File: src/rtl/tss_pkg.sv
package tss_pkg;
    typedef enum logic [1:0] {
        SEQ_IDLE = 2'd0,
        SEQ_ACQ  = 2'd1,
        SEQ_REQ  = 2'd2,
        SEQ_WAIT = 2'd3
    } seq_state_e;

    localparam int FILT_EN_BIT = 2;
    localparam int FILT_TYPE_W = 2;
endpackage

File: src/rtl/tss_period_timer.sv
module tss_period_timer #(
    parameter int UNIT_CYC = 4096,
    parameter int PER_W    = 12
) (
    input  logic             clk,
    input  logic             rst_n,
    input  logic             run,
    input  logic [PER_W-1:0] per_sel,
    output logic             tick
);
    localparam int UW = (UNIT_CYC > 1) ? $clog2(UNIT_CYC) : 1;
    localparam logic [UW-1:0] UNIT_LAST = UW'(UNIT_CYC - 1);

    typedef struct packed {
        logic [UW-1:0]    unit;
        logic [PER_W-1:0] mult;
    } tmr_t;

    tmr_t t_d, t_q;

    always_comb begin
        t_d  = t_q;
        tick = 1'b0;
        if (!run) begin
            t_d = '0;
        end else if (t_q.unit == UNIT_LAST) begin
            t_d.unit = '0;
            if (t_q.mult >= per_sel) begin
                t_d.mult = '0;
                tick     = 1'b1;
            end else begin
                t_d.mult = t_q.mult + 1'b1;
            end
        end else begin
            t_d.unit = t_q.unit + 1'b1;
        end
    end

    always_ff @(posedge clk) begin
        if (!rst_n) t_q <= '0;
        else        t_q <= t_d;
    end
endmodule

File: src/rtl/tss_conv_seq.sv
module tss_conv_seq
    import tss_pkg::*;
#(
    parameter int NUM_CH = 3,
    parameter int CH_W   = 2,
    parameter int ACQ_W  = 16
) (
    input  logic              clk,
    input  logic              rst_n,
    input  logic [NUM_CH-1:0] ch_en,
    input  logic              tick,
    input  logic [ACQ_W-1:0]  acq_len,
    input  logic              adc_done,
    output logic              sample_o,
    output logic              start_o,
    output logic [CH_W-1:0]   ch_o,
    output logic              cap_o
);
    typedef struct packed {
        seq_state_e       state;
        logic [CH_W-1:0]  ch;
        logic [ACQ_W-1:0] cnt;
        logic             pend;
    } seq_t;

    seq_t s_d, s_q;

    // lowest enabled channel at or above 'from'; MSB flags a hit
    function automatic logic [CH_W:0] pick(input logic [NUM_CH-1:0] en, input int from);
        logic [CH_W:0] r;
        r = '0;
        for (int i = NUM_CH - 1; i >= 0; i--) begin
            if (en[i] && (i >= from)) r = {1'b1, CH_W'(i)};
        end
        return r;
    endfunction

    logic [CH_W:0] first_hit, next_hit;
    logic          advance;

    always_comb begin
        s_d       = s_q;
        start_o   = 1'b0;
        cap_o     = 1'b0;
        advance   = 1'b0;
        first_hit = pick(ch_en, 0);
        next_hit  = pick(ch_en, int'(s_q.ch) + 1);

        unique case (s_q.state)
            SEQ_IDLE: begin
                if (s_q.pend) begin
                    s_d.pend = 1'b0;
                    if (first_hit[CH_W]) begin
                        s_d.state = SEQ_ACQ;
                        s_d.ch    = first_hit[CH_W-1:0];
                        s_d.cnt   = '0;
                    end
                end
            end
            SEQ_ACQ: begin
                if (s_q.cnt == acq_len) s_d.state = SEQ_REQ;
                else                    s_d.cnt   = s_q.cnt + 1'b1;
            end
            SEQ_REQ: begin
                if (ch_en[s_q.ch]) begin
                    start_o   = 1'b1;
                    s_d.state = SEQ_WAIT;
                end else begin
                    advance = 1'b1;
                end
            end
            SEQ_WAIT: begin
                if (adc_done) begin
                    cap_o   = 1'b1;
                    advance = 1'b1;
                end
            end
            default: s_d.state = SEQ_IDLE;
        endcase

        if (advance) begin
            if (next_hit[CH_W]) begin
                s_d.state = SEQ_ACQ;
                s_d.ch    = next_hit[CH_W-1:0];
                s_d.cnt   = '0;
            end else begin
                s_d.state = SEQ_IDLE;
            end
        end

        if (tick) s_d.pend = 1'b1;

        if (ch_en == '0) begin
            s_d     = '0;
            start_o = 1'b0;
            cap_o   = 1'b0;
        end
    end

    always_ff @(posedge clk) begin
        if (!rst_n) s_q <= '0;
        else        s_q <= s_d;
    end

    assign sample_o = (s_q.state == SEQ_ACQ);
    assign ch_o     = s_q.ch;
endmodule

File: src/rtl/tss_avg_lane.sv
module tss_avg_lane
    import tss_pkg::*;
#(
    parameter int DATA_W = 12
) (
    input  logic                   clk,
    input  logic                   rst_n,
    input  logic                   clr,
    input  logic                   cap,
    input  logic [DATA_W-1:0]      code,
    input  logic                   filt_en,
    input  logic [FILT_TYPE_W-1:0] filt_type,
    output logic [DATA_W-1:0]      data_o,
    output logic                   rdy_o
);
    localparam int MAX_LOG = 1 << FILT_TYPE_W;
    localparam int SUM_W   = DATA_W + MAX_LOG;
    localparam int CNT_W   = MAX_LOG + 1;

    typedef struct packed {
        logic [SUM_W-1:0]  acc;
        logic [CNT_W-1:0]  cnt;
        logic [DATA_W-1:0] data;
        logic              rdy;
    } lane_t;

    lane_t l_d, l_q;

    logic [SUM_W-1:0] sum;
    logic [SUM_W-1:0] shifted;
    logic [CNT_W-1:0] n_next;
    logic [CNT_W-1:0] target;
    int               shamt;

    always_comb begin
        l_d     = l_q;
        l_d.rdy = 1'b0;
        shamt   = int'(filt_type) + 1;
        sum     = l_q.acc + SUM_W'(code);
        n_next  = l_q.cnt + 1'b1;
        target  = CNT_W'(1) << shamt;
        shifted = sum >> shamt;

        if (clr) begin
            l_d.acc = '0;
            l_d.cnt = '0;
        end else if (cap) begin
            if (!filt_en) begin
                l_d.data = code;
                l_d.rdy  = 1'b1;
            end else if (n_next >= target) begin
                l_d.data = shifted[DATA_W-1:0];
                l_d.acc  = '0;
                l_d.cnt  = '0;
                l_d.rdy  = 1'b1;
            end else begin
                l_d.acc = sum;
                l_d.cnt = n_next;
            end
        end
    end

    always_ff @(posedge clk) begin
        if (!rst_n) l_q <= '0;
        else        l_q <= l_d;
    end

    assign data_o = l_q.data;
    assign rdy_o  = l_q.rdy;
endmodule

File: src/rtl/thermal_sample_sched.sv
module thermal_sample_sched
    import tss_pkg::*;
#(
    parameter int NUM_CH   = 3,
    parameter int DATA_W   = 12,
    parameter int ACQ_W    = 16,
    parameter int PER_W    = 12,
    parameter int UNIT_CYC = 4096,
    localparam int CH_W    = (NUM_CH > 1) ? $clog2(NUM_CH) : 1
) (
    input  logic                     clk,
    input  logic                     rst_n,
    input  logic [ACQ_W-1:0]         cfg_acq_len,
    input  logic [PER_W-1:0]         cfg_period,
    input  logic [NUM_CH-1:0]        cfg_ch_en,
    input  logic [2:0]               cfg_filter,
    output logic                     adc_sample,
    output logic                     adc_start,
    output logic [CH_W-1:0]          adc_ch,
    input  logic                     adc_done,
    input  logic [DATA_W-1:0]        adc_code,
    output logic [NUM_CH*DATA_W-1:0] data_out,
    output logic [NUM_CH-1:0]        data_rdy
);
    logic any_en;
    logic tick;
    logic cap;

    assign any_en = (cfg_ch_en != '0);

    tss_period_timer #(
        .UNIT_CYC(UNIT_CYC),
        .PER_W   (PER_W)
    ) i_timer (
        .clk    (clk),
        .rst_n  (rst_n),
        .run    (any_en),
        .per_sel(cfg_period),
        .tick   (tick)
    );

    tss_conv_seq #(
        .NUM_CH(NUM_CH),
        .CH_W  (CH_W),
        .ACQ_W (ACQ_W)
    ) i_seq (
        .clk     (clk),
        .rst_n   (rst_n),
        .ch_en   (cfg_ch_en),
        .tick    (tick),
        .acq_len (cfg_acq_len),
        .adc_done(adc_done),
        .sample_o(adc_sample),
        .start_o (adc_start),
        .ch_o    (adc_ch),
        .cap_o   (cap)
    );

    for (genvar c = 0; c < NUM_CH; c++) begin : g_lane
        logic [DATA_W-1:0] lane_data;
        logic              lane_rdy;

        tss_avg_lane #(
            .DATA_W(DATA_W)
        ) i_lane (
            .clk      (clk),
            .rst_n    (rst_n),
            .clr      (!any_en),
            .cap      (cap && (adc_ch == CH_W'(c))),
            .code     (adc_code),
            .filt_en  (cfg_filter[FILT_EN_BIT]),
            .filt_type(cfg_filter[FILT_TYPE_W-1:0]),
            .data_o   (lane_data),
            .rdy_o    (lane_rdy)
        );

        assign data_out[c*DATA_W +: DATA_W] = lane_data;
        assign data_rdy[c]                  = lane_rdy;
    end
endmodule

File: config.mk
export PLATFORM = sky130hd
export DESIGN_NAME = thermal_sample_sched
export DESIGN_NICKNAME = d
export VERILOG_FILES = /design/src/rtl/tss_pkg.sv /design/src/rtl/tss_period_timer.sv /design/src/rtl/tss_conv_seq.sv /design/src/rtl/tss_avg_lane.sv /design/src/rtl/thermal_sample_sched.sv
export SDC_FILE = /design/constraint.sdc
export NUM_CORES = 1
export LEC_CHECK = 0
export ABC_AREA = 1
export BUFFER_PORTS_ARGS = -buffer_cell sky130_fd_sc_hd__buf_2
export CORE_MARGIN = 2
export CORE_UTILIZATION = 50
export DETAILED_ROUTE_END_ITERATION = 10
export GPL_ROUTABILITY_DRIVEN = 0
export PLACE_DENSITY_LB_ADDON = 0.2
export RECOVER_POWER = 25
export SLEW_MARGIN = 20
export SYNTH_ARGS = -nofsm -noshare
export SYNTH_HDL_FRONTEND = slang
export SYNTH_SLANG_ARGS = --single-unit
File: constraint.sdc
create_clock -name clk -period 3.02 [get_ports clk]
set_clock_uncertainty 0.1 [all_clocks]
set_input_delay 0.151 -clock clk [delete_from_list [all_inputs] [get_ports clk]]
set_output_delay 0.151 -clock clk [all_outputs]
set_load 0.005 [all_outputs]
# Word level (Yosys, flattened, before mapping)
# Index checks and enable logic that the tools add are counted.
# word_totals
regBits	147
in_bits	49
output_inout_bits	43
# classes
magnitude_cmp	8
eq_ne	14
addsub	11
n_shift	4
bitwise_logic	2
n_reduce_logical	25
mux	42
# op_table
cell	n
16-bit by 32-bit right shift with 12-bit output	3
21-bit two-way mux	4
13-bit two-way mux	6
16-bit by 12-bit adder with 16-bit output	3
20-bit two-way mux	2
1-bit by 32-bit >= comparator with 1-bit output, first input constant	1
2-bit by 32-bit >= comparator with 1-bit output, first input constant	1
3-bit by 32-bit >= comparator with 1-bit output, first input constant	1
16-bit case mux with 2 select lines	1
1-bit by 32-bit left shift with 5-bit output, first input constant	1
12-bit by 1-bit adder with 12-bit output, second input constant	2
18-bit two-way mux	1
3-bit two-way mux	6
3-bit AND reduction	6
16-bit by 1-bit adder with 16-bit output, second input constant	1
16-bit == test	1
16-bit two-way mux	1
5-bit by 1-bit adder with 5-bit output, second input constant	3
5-bit >= comparator	3
1-bit two-way mux	14
12-bit == test, second input constant	1
12-bit >= comparator	1
12-bit two-way mux	1
3-bit by 1-bit != test with 1-bit output, second input constant	4
other kinds (20)	38

# Logic depth before layout (Yosys ltp)
# Gate-level depths: netlist (run 1).
# depth
ltp_word	8
mapped_depth	15
ltp_nobuf	14

# Hierarchy
# A second synthesis (run 1) with hierarchy kept.
# unflattened
hier_cells	2029
area_unflattened_um2	12624.6
# modules_own_cells
module	instances	area_each_um2	cells_per_inst
tss_avg_lane	3	3002.9	477
tss_conv_seq	1	2044.5	367
tss_period_timer	1	1500.2	215
thermal_sample_sched	1	71.3	16

# Worst setup path after synthesis (run 1)
# No wires, ideal clock.
# synth_timing
kind	reg2reg
from	register g_lane[0].i_lane.l_q[13] (netlist name)
to	register g_lane[0].i_lane.l_q, in the netlist g_lane[0].i_lane.data_o[10]
arrival_time_ns	2.135
required_ns	2.801
slack_ns	0.665
stages_incl_launch_ff	14
path_cell_list	dfxtp_1 > ha_1 > nand3_1 > xnor2_1 > ha_1 > a21oi_1 > o211ai_1 > a21oi_1 > nand2_1 > nand2_1 > inv_1 > clkbuf_2 > o21ai_0 > a21oi_1
# synth_via
elab_chain_len	4
# synth_rtl
element	line	source
from (decl)	tss_avg_lane.sv:27	lane_t l_d, l_q;
from (signal assigned)	tss_avg_lane.sv:65	else l_q <= l_d;
5-bit by 1-bit adder with 5-bit output	tss_avg_lane.sv:40	n_next = l_q.cnt + 1'b1;
5-bit >= comparator	tss_avg_lane.sv:51	end else if (n_next >= target) begin
2-bit by 1-bit != test with 1-bit output (no line)	n/a	
3-bit AND reduction (no line)	n/a	
# Every way passes these cells.
# A chain may end at the register's enable or synchronous reset.

# Worst setup path in the final report (run 1)
# layout_timing
from	register g_lane[0].i_lane.l_q[13] (netlist name)
to	register g_lane[0].i_lane.l_q[13] (netlist name)
# layout_via
elab_chain_len	3
# layout_rtl
element	line
5-bit by 1-bit adder with 5-bit output (*)	tss_avg_lane.sv:40
5-bit >= comparator	tss_avg_lane.sv:51
21-bit two-way mux (*)	tss_avg_lane.sv:51
# Every way passes the cells marked *; elsewhere a longest branch is shown, timed or not.

==> results.tsv, run 1 <==
metric	value	unit
path_max_fanout	18	
syn_area	11200	µm²
avgSynthCellArea	6.31	µm²
root_buffer	clkbuf_16	
yosys_warnings	0	
num_vias	11300	
die-area	23700	µm²
grt_max_degree	66	
antenna_found_initial	1	
slew_violations	0	
core_area	22000	µm²
slew_headroom	0.405	
synth.top_cell.area_share	0.262	
status	finished, final reports clean	
area_growth	7.95	%
cp_cell_sequence	ha_1 > nand3_1 > xnor2_1 > ha_1 > a21oi_1 > o211ai_1 > a21oi_1 > nand3_1 > clkinv_4 > nor2_1 > a211oi_1	
cts_tree	done	
slowest_delay	420	ps
cp.arrival	2960	ps
totalWireLength	31.9	mm
rows	54	
io_buffers	91	
vias_per_cell	5.38	
peakVddDrop	344	µV
syn_inst	1780	
tightest_slew	890	ps
use_met3	0.0426	
clkSinkCount	147	
crit_slowest_cell	dfxtp_1	
nNetsFinal	1934	
power_density	398	nW/µm²
fin_tns_setup	0	ps
firstDrtPassIters	5	
grt_busiest_layer	met2	
p_leak	5.78	nW
grt_pass1_vias	10800	
fmax	366	MHz
synth_area_leaders	dfxtp_1, nand2_1, nand3_1	
synth_cell_type_count	49	
synth_seq_cells	147	
period_needed	2730	ps
grtUsageMet1	0.365	
ant_nets	0	
hold_class	in2reg	
dr.first_iter.drc_count	631	
place_inst	2068	
postCtsSetupBuffers	0	
timing_hold_violations_final	0	
wire_per_inst	15.2	µm
utilization	0.552	
die_h	154	µm
grt_remaining_overflow	0	
dp_hpwl	24.5	mm
yosysTopAreaCell	dfxtp_1	
drcViolationCount	0	
die_w	154	µm
finalSetupViolCount	0	
crit_family	compound AO/OA/AOI/OAI gates	
clock_latency	430	ps
critPathRequiredTime	3250	ps
endpoint_kind	flop	
grtUsageMet2	0.455	
synth_seq_area_share	0.262	
crit_type	reg2reg	
rsz0062_at_grt	false	
cts_made_buffers	17	
post-route-period-util	0.904	
stdcell_area	12100	µm²
start_kind	flop	
clk_pin_slew_worst_paths	60	ps
grt_first_pass_wirelength	52.9	mm
placed_area	11600	µm²
clockBufferDepth	2	
htreeDepth	4	
crit_buf_inv	1	
num_io_pins	92	
fin_cells	2102	
drv_cap	0	
grt_util_all_layers	0.277	
start_util	0.511	
drive_gt1_frac	0.0791	
[per-stage QoR]
stage	setup WS [ps]	hold WS (ps)	power, mW
2_1_floorplan	665	275	2.49
4_1_cts	220	20.5	4.86
3_3_place_gp	416	332	2.68
3_5_place_dp	237	344	2.69
6_report	291	40.7	4.83
5_1_grt	7.73	35.9	5.04
[synth_stat cells, drive strengths merged]
| master | n |
|---|---|
| conb | 1 |
| nand2 | 463 |
| dfxtp | 147 |
| nand4 | 23 |
| a31oi | 1 |
| nand3b | 5 |
| clkbuf | 29 |
| a32oi | 1 |
| nand3 | 241 |
| xor2 | 31 |
| nor4 | 1 |
| nor3 | 17 |
| nor3b | 2 |
| a2bb2oi | 2 |
| and2 | 11 |
| o21a | 1 |
| o21ai | 53 |
| a21boi | 2 |
| fa | 3 |
| a21oi | 150 |
| o211ai | 12 |
| or2 | 12 |
| a211oi | 4 |
| a21o | 1 |
| xnor2 | 26 |
| inv | 224 |
| mux2i | 5 |
| buf | 70 |
| nor2 | 159 |
| and3 | 1 |
| o32ai | 1 |
| o22ai | 7 |
| ha | 74 |
[worst register-to-register path: stages, from the launching register on]
cell	delay, ps
dfxtp_1	420
ha_1	220
nand3_1	100
xnor2_1	150
ha_1	350
a21oi_1	180
o211ai_1	100
a21oi_1	260
nand3_1	260
clkinv_4	230
nor2_1	60
a211oi_1	200
[power by group]
part	internal [mW]	switching, mW
combinational	0.220	0.449
sequential	1.96	0.0231
clock	1.26	0.923
[state kept, by name, indices dropped and copies added, names as in the netlist]
register              flops
g_lane.i_lane.data_o     36
i_seq.ch_o                2
g_lane.i_lane.rdy_o       3
i_timer.t_q              24
i_seq.s_q                19
g_lane.i_lane.l_q        63
[final timing paths]
kind | cells past startpoint | to | startpoint | slack, ps
worst min register to register | 1 | i_timer.t_q[12] | i_timer.t_q[12] | 350
worst min-delay path | 4 | i_seq.ch_o[1] | cfg_ch_en[1] | 40
worst max register to register | 11 | g_lane[0].i_lane.l_q[13] | g_lane[0].i_lane.l_q[13] | 290
worst max-delay path | 11 | g_lane[0].i_lane.l_q[13] | g_lane[0].i_lane.l_q[13] | 290
[repair_timing]
action,in CTS,in global routing
hold buffers,1,0
hold endpoints to repair,1,0
gates resized for setup,0,3
endpoints found under the setup margin,0,13
[metal layers]
metal / vias up / wire [µm]
met4: 0 / 952
li1: 5803 / -
met3: 63 / 1880
met1: 5136 / 14500
met2: 303 / 14500
met5: - / 0
[cell type report]
| class | instances | area, µm² |
|---|---|---|
| inverter | 224 | 846 |
| antenna | 1 | 2.50 |
| clock inverter | 12 | 145 |
| timing repair buffer | 106 | 541 |
| clock buffer | 20 | 447 |
| sequential | 147 | 2940 |
| tap | 280 | 350 |
| multi-input combinational | 1312 | 6850 |
| fill | 2285 | 9830 |
[cell usage in the layout (no fill, tap or decap), types with 26 or more instances in the layout]
cell       n
a21oi_1  150
dfxtp_1  147
xnor2_1   26
nor2_1   154
o21ai_0   52
buf_2     70
nand2_1  460
nand3_1  239
inv_1    216
ha_1      74
xor2_1    31
[cell families after synthesis]
group                      share of synthesized area
xor gates and xnor gates                      0.0445
and+or+nand+nor                                0.362
AOI/OAI and AO/OA                              0.112
adders and majority gates                     0.0878
buffers and inverters                          0.127
DFF                                            0.262
muxes                                        0.00446
other                                       0.000334
Power figures use the tool's default switching activity.
==> run 2: changes to the inputs <==
- CORE_UTILIZATION: 50 -> 40
==> run 2 against run 1 <==
  * Non-clock buffer count increased by 3
  * Worst setup slack got worse by 50 ps
  * Global-route usage decreased by 3.8 points
  * Flip-flop and latch count unchanged
  * Critical endpoint is now g_lane[0].i_lane.data_o[7]
  * Power increased by 1.2%
  * Design area increased by 1.4%
  * Clock-buffer cell count decreased by 3
  * Sequential power about the same
  * Via count increased by 0.17%
  * Wire length increased by 7.4%
  * Combinational power increased by 4.5%
==> results.tsv, run 2 (synthesized netlist as in run 1, its figures left out) <==
metric	value	unit
post-route-period-util	0.920	
status	finished, final reports clean	
htreeDepth	4	
die-area	29400	µm²
regToRegStartpoint	g_lane[0].i_lane.l_q[13]	
area_growth	9.47	%
slew_headroom	0.432	
crit_type	reg2reg	
totalWireLength	34.2	mm
ant_nets	0	
clockBufferDepth	2	
cp.arrival	3050	ps
num_vias	11300	
nNetsFinal	1938	
grt_remaining_overflow	0	
grt_first_pass_wirelength	54.8	mm
die_w	172	µm
io_buffers	91	
period_needed	2780	ps
crit_buf_inv	0	
start_util	0.405	
grt_max_degree	66	
path_max_fanout	11	
antenna_found_initial	1	
crit_slowest_cell	nor2_1	
slowest_delay	550	ps
largest_register_ffs	63	
finalSetupViolCount	0	
hold-path-endpoint	i_seq.ch_o[1]	
core_area	27700	µm²
cts_tree	done	
peakVddDrop	386	µV
utilization	0.444	
critPathRequiredTime	3290	ps
final_common_cell	nand2_1	
final_cell_mix	nand2_1, nand3_1, inv_1	
power	4.89	mW
reg2reg_depth	10	
place_ws	197	ps
drv_cap	0	
wire_per_inst	15.5	µm
grt_util_all_layers	0.239	
timing_hold_violations_final	0	
fill_cells	2991	
hold_class	in2reg	
cts_made_buffers	17	
clkSinkCount	147	
rows	61	
slew_violations	0	
drive_gt1_frac	0.0795	
power_density	397	nW/µm²
vias_per_cell	5.14	
start_kind	flop	
clk_pin_slew_worst_paths	70	ps
clock_latency	440	ps
die_h	172	µm
cp_cell_sequence	ha_1 > nand3_1 > xnor2_1 > ha_1 > nand2_1 > o211ai_1 > a21oi_1 > nor2_1 > nand3_1 > a21oi_1	
drcViolationCount	0	
fmax	360	MHz
fin_tns_setup	0	ps
hp-start	cfg_ch_en[2]	
grt_pass1_vias	10500	
top_register	g_lane.i_lane.l_q	
whs_path_depth	5	
endpoint_kind	flop	
num_io_pins	92	
dr.first_iter.drc_count	977	
reg2reg_setup_slack	240	ps
fin_ws	241	ps
firstDrtPassIters	7	
root_buffer	clkbuf_16	
crit_family	simple AND/OR/NAND/NOR gates	
p_leak	5.74	nW
dp_hpwl	26.0	mm
tightest_slew	851	ps
reg2reg_to	g_lane[0].i_lane.data_o[7]	
crit_start	g_lane[0].i_lane.l_q[13]	
run 2: changes by cell type in the layout (fill, tap and decap cells not counted), moves of 2 or more:
cell / change
buf_2: -10
nor2_2: +2
clkbuf_1: +6
buf_1: +2
inv_6: -2
nor2_1: -2
buf_4: +2
inv_8: +2
clkinvlp_4: +3
run 2: tightest hold or removal path: cells and delay by family:
kind	cells	cell delay [ps]
buffers and inverters	2	210
AO/OA/AOI/OAI	3	230
run 2: worst max-delay path by stage:
stage,endpoint,slack [ps],cells past startpoint
2_1_floorplan,g_lane[0].i_lane.data_o[10],670,13
3_3_place_gp,g_lane[2].i_lane.data_o[11],250,15
3_5_place_dp,g_lane[2].i_lane.data_o[11],200,15
4_1_cts,g_lane[0].i_lane.l_q[30],160,11
5_1_grt,g_lane[0].i_lane.data_o[4],-5,12
6_report,g_lane[0].i_lane.data_o[7],240,10
run 2: timing repair:
action / 4_1_cts / 5_1_grt
endpoints found under the setup margin: 0 / 43
setup buffers: 0 / 0
endpoints found under the hold margin: 2 / 0
hold buffers: 2 / 0
resized for setup: 0 / 10
run 2: cell type report:
cell class / instances / area [µm²] / share of cell area
diodes: 1 / 2.50 / 0.000204
clock buffers: 17 / 425 / 0.0346
clock inverters: 15 / 171 / 0.0139
inverters: 224 / 847 / 0.0689
multi-input cells: 1312 / 6870 / 0.559
flip-flops and latches: 147 / 2940 / 0.239
well taps: 378 / 473 / 0.0385
repair buffers: 109 / 553 / 0.0450
repair inverters: 1 / 7.51 / 0.000611
run 2: routing by layer:
metal	routed length (µm)	track usage	vias up
met5	0	0	-
met4	628	0.0689	0
met3	2230	0.0414	41
met2	15500	0.384	301
met1	15900	0.327	5168
li1	-	-	5814
run 2: report_power, final:
group	internal, mW	leakage (nW)	switching, mW
Combinational	0.224	4.27	0.475
Clock	1.24	0.284	0.972
Sequential	1.96	1.18	0.0212
run 2: metrics by stage:
stage                     instances  area [µm²]  hold WS (ps)
after floorplan                1782       11200           275
after global placement         2168       11700           333
after detailed placement       2168       11700           339
after CTS                      2202       12300          86.7
after global routing           2203       12300           154
final                          2204       12300           106
==> run 3: changes to the inputs <==
- CELL_PAD_IN_SITES_DETAIL_PLACEMENT: default -> 0
- CELL_PAD_IN_SITES_GLOBAL_PLACEMENT: default -> 1
==> run 3 against run 2 <==
  * Final cell count down 0.14%
  * Die area is the same
  * Wire length rose by 2.8%
  * Clock-buffer cell count did not move
  * Critical path depth up 1
  * Fmax grew 0.58%
  * Utilization decreased by 0.20 points
  * Sequential share of layout area increased by 0.11 points
  * Clock power down 3%
  * Sequential power barely moved
  * Largest cell class unchanged
==> results.tsv, run 3 (synthesized netlist as in run 1, its figures left out) <==
metric	value	unit
clock_latency	430	ps
grtUsageMet1	0.333	
firstDrtPassIters	8	
root_buffer	clkbuf_16	
endpoint_kind	flop	
postCtsSetupBuffers	0	
grt_busiest_layer	met2	
grt_util_all_layers	0.244	
die_h	172	µm
status	finished, final reports clean	
drv_cap	0	
utilization	0.442	
antenna_found_initial	0	
place_ws	274	ps
cts_tree	done	
clockBufferDepth	2	
rows	61	
peakVddDrop	263	µV
grt_first_pass_wirelength	55.7	mm
nNetsFinal	1936	
core_area	27700	µm²
power_density	393	nW/µm²
slew_headroom	0.447	
p_leak	5.76	nW
reg2reg_setup_slack	260	ps
fin_cells	2201	
htreeDepth	4	
reg2reg_to	g_lane[0].i_lane.l_q[33]	
final_common_cell	nand2_1	
rsz0062_at_grt	false	
fin_tns_setup	0	ps
drive_gt1_frac	0.0790	
start_util	0.405	
cp.arrival	3010	ps
grtUsageMet2	0.402	
cts_made_buffers	17	
top_register	g_lane.i_lane.l_q	
dp_hpwl	27.0	mm
ant_nets	0	
start_kind	flop	
clk_pin_slew_worst_paths	70	ps
crit_type	reg2reg	
regToRegStartpoint	g_lane[0].i_lane.l_q[13]	
final_cell_mix	nand2_1, nand3_1, inv_1	
dr.first_iter.drc_count	883	
totalWireLength	35.2	mm
reg2reg_depth	11	
crit_start	g_lane[0].i_lane.l_q[13]	
grt_pass1_vias	10500	
finalSetupViolCount	0	
place_inst	2168	
period_needed	2760	ps
die-area	29400	µm²
num_io_pins	92	
post-route-period-util	0.915	
whs	59.5	ps
die_w	172	µm
fmax	362	MHz
timing_hold_violations_final	0	
critPathRequiredTime	3270	ps
largest_register_ffs	63	
vias_per_cell	5.07	
drcViolationCount	0	
tightest_slew	829	ps
area_growth	8.98	%
grt_remaining_overflow	0	
use_met3	0.0267	
num_vias	11200	
clkSinkCount	147	
io_buffers	91	
path_max_fanout	5	
antenna_cells	0	
slew_violations	0	
fin_ws	257	ps
crit_path_end	g_lane[0].i_lane.l_q[33]	
hold_class	in2reg	
grt_max_degree	66	
wire_per_inst	16.0	µm
run 3: changes by cell type in the layout (fill, tap and decap cells not counted), moves of 2 or more:
cell | before | now
buf_1 | 2 | 0
buf_2 | 60 | 64
bufinv_16 | 2 | 0
clkbuf_1 | 30 | 28
clkinv_4 | 4 | 0
clkinvlp_4 | 5 | 2
inv_6 | 3 | 6
inv_8 | 2 | 6
run 3: layout make-up:
| cell class | instances | area, µm² |
|---|---|---|
| inverters | 224 | 843 |
| clock buffers | 17 | 425 |
| flip-flops and latches | 147 | 2940 |
| well taps | 378 | 473 |
| fillers | 3029 | 15500 |
| clock inverters | 15 | 151 |
| multi-input cells | 1312 | 6860 |
| repair buffers | 108 | 548 |
run 3: power by group:
| group | total [mW] | switching (mW) | internal [mW] | leakage [nW] |
|---|---|---|---|---|
| sequential | 1.98 | 0.0232 | 1.95 | 1.18 |
| clock | 2.14 | 1.03 | 1.11 | 0.280 |
| combinational | 0.696 | 0.475 | 0.221 | 4.29 |
| total | 4.81 | 1.53 | 3.28 | 5.76 |
run 3: worst max-delay path, cell delays in order, from the launching register on:
cell,delay (ps)
dfxtp_1,410
ha_1,210
nand3_1,100
xnor2_1,200
ha_1,300
a21oi_1,170
o211ai_1,110
a21oi_1,300
nand3_1,180
buf_4,190
or2_2,290
a21oi_1,120
run 3: timing repair:
action | 4_1_cts | 5_1_grt
hold buffers | 1 | 0
setup endpoints to repair | 0 | 3
gates resized for setup | 0 | 3
endpoints found under the hold margin | 1 | 0
run 3: how the worst min path moves through the flow:
stage                               start               to  slack (ps)  depth (start not counted)
after CTS                    cfg_ch_en[1]    i_seq.ch_o[1]          30                          4
final                        cfg_ch_en[1]    i_seq.ch_o[1]          60                          4
after global placement    i_timer.t_q[12]  i_timer.t_q[12]         330                          1
after detailed placement  i_timer.t_q[12]  i_timer.t_q[12]         340                          1
after global routing         cfg_ch_en[1]    i_seq.ch_o[1]          60                          4
after floorplan              cfg_ch_en[0]    i_seq.ch_o[0]         270                          3
run 3: through the flow:
stage	power (mW)	area, µm²
after floorplan	2.49	11200
after global placement	2.71	11700
after detailed placement	2.72	11700
after CTS	4.87	12300
after global routing	5.04	12200
final	4.81	12200
run 3: metal layers:
layer | share of wire | up-vias
met5 | 0 | -
met4 | 0.027 | 0
met2 | 0.45 | 238
li1 | - | 5788
met3 | 0.040 | 47
met1 | 0.48 | 5081
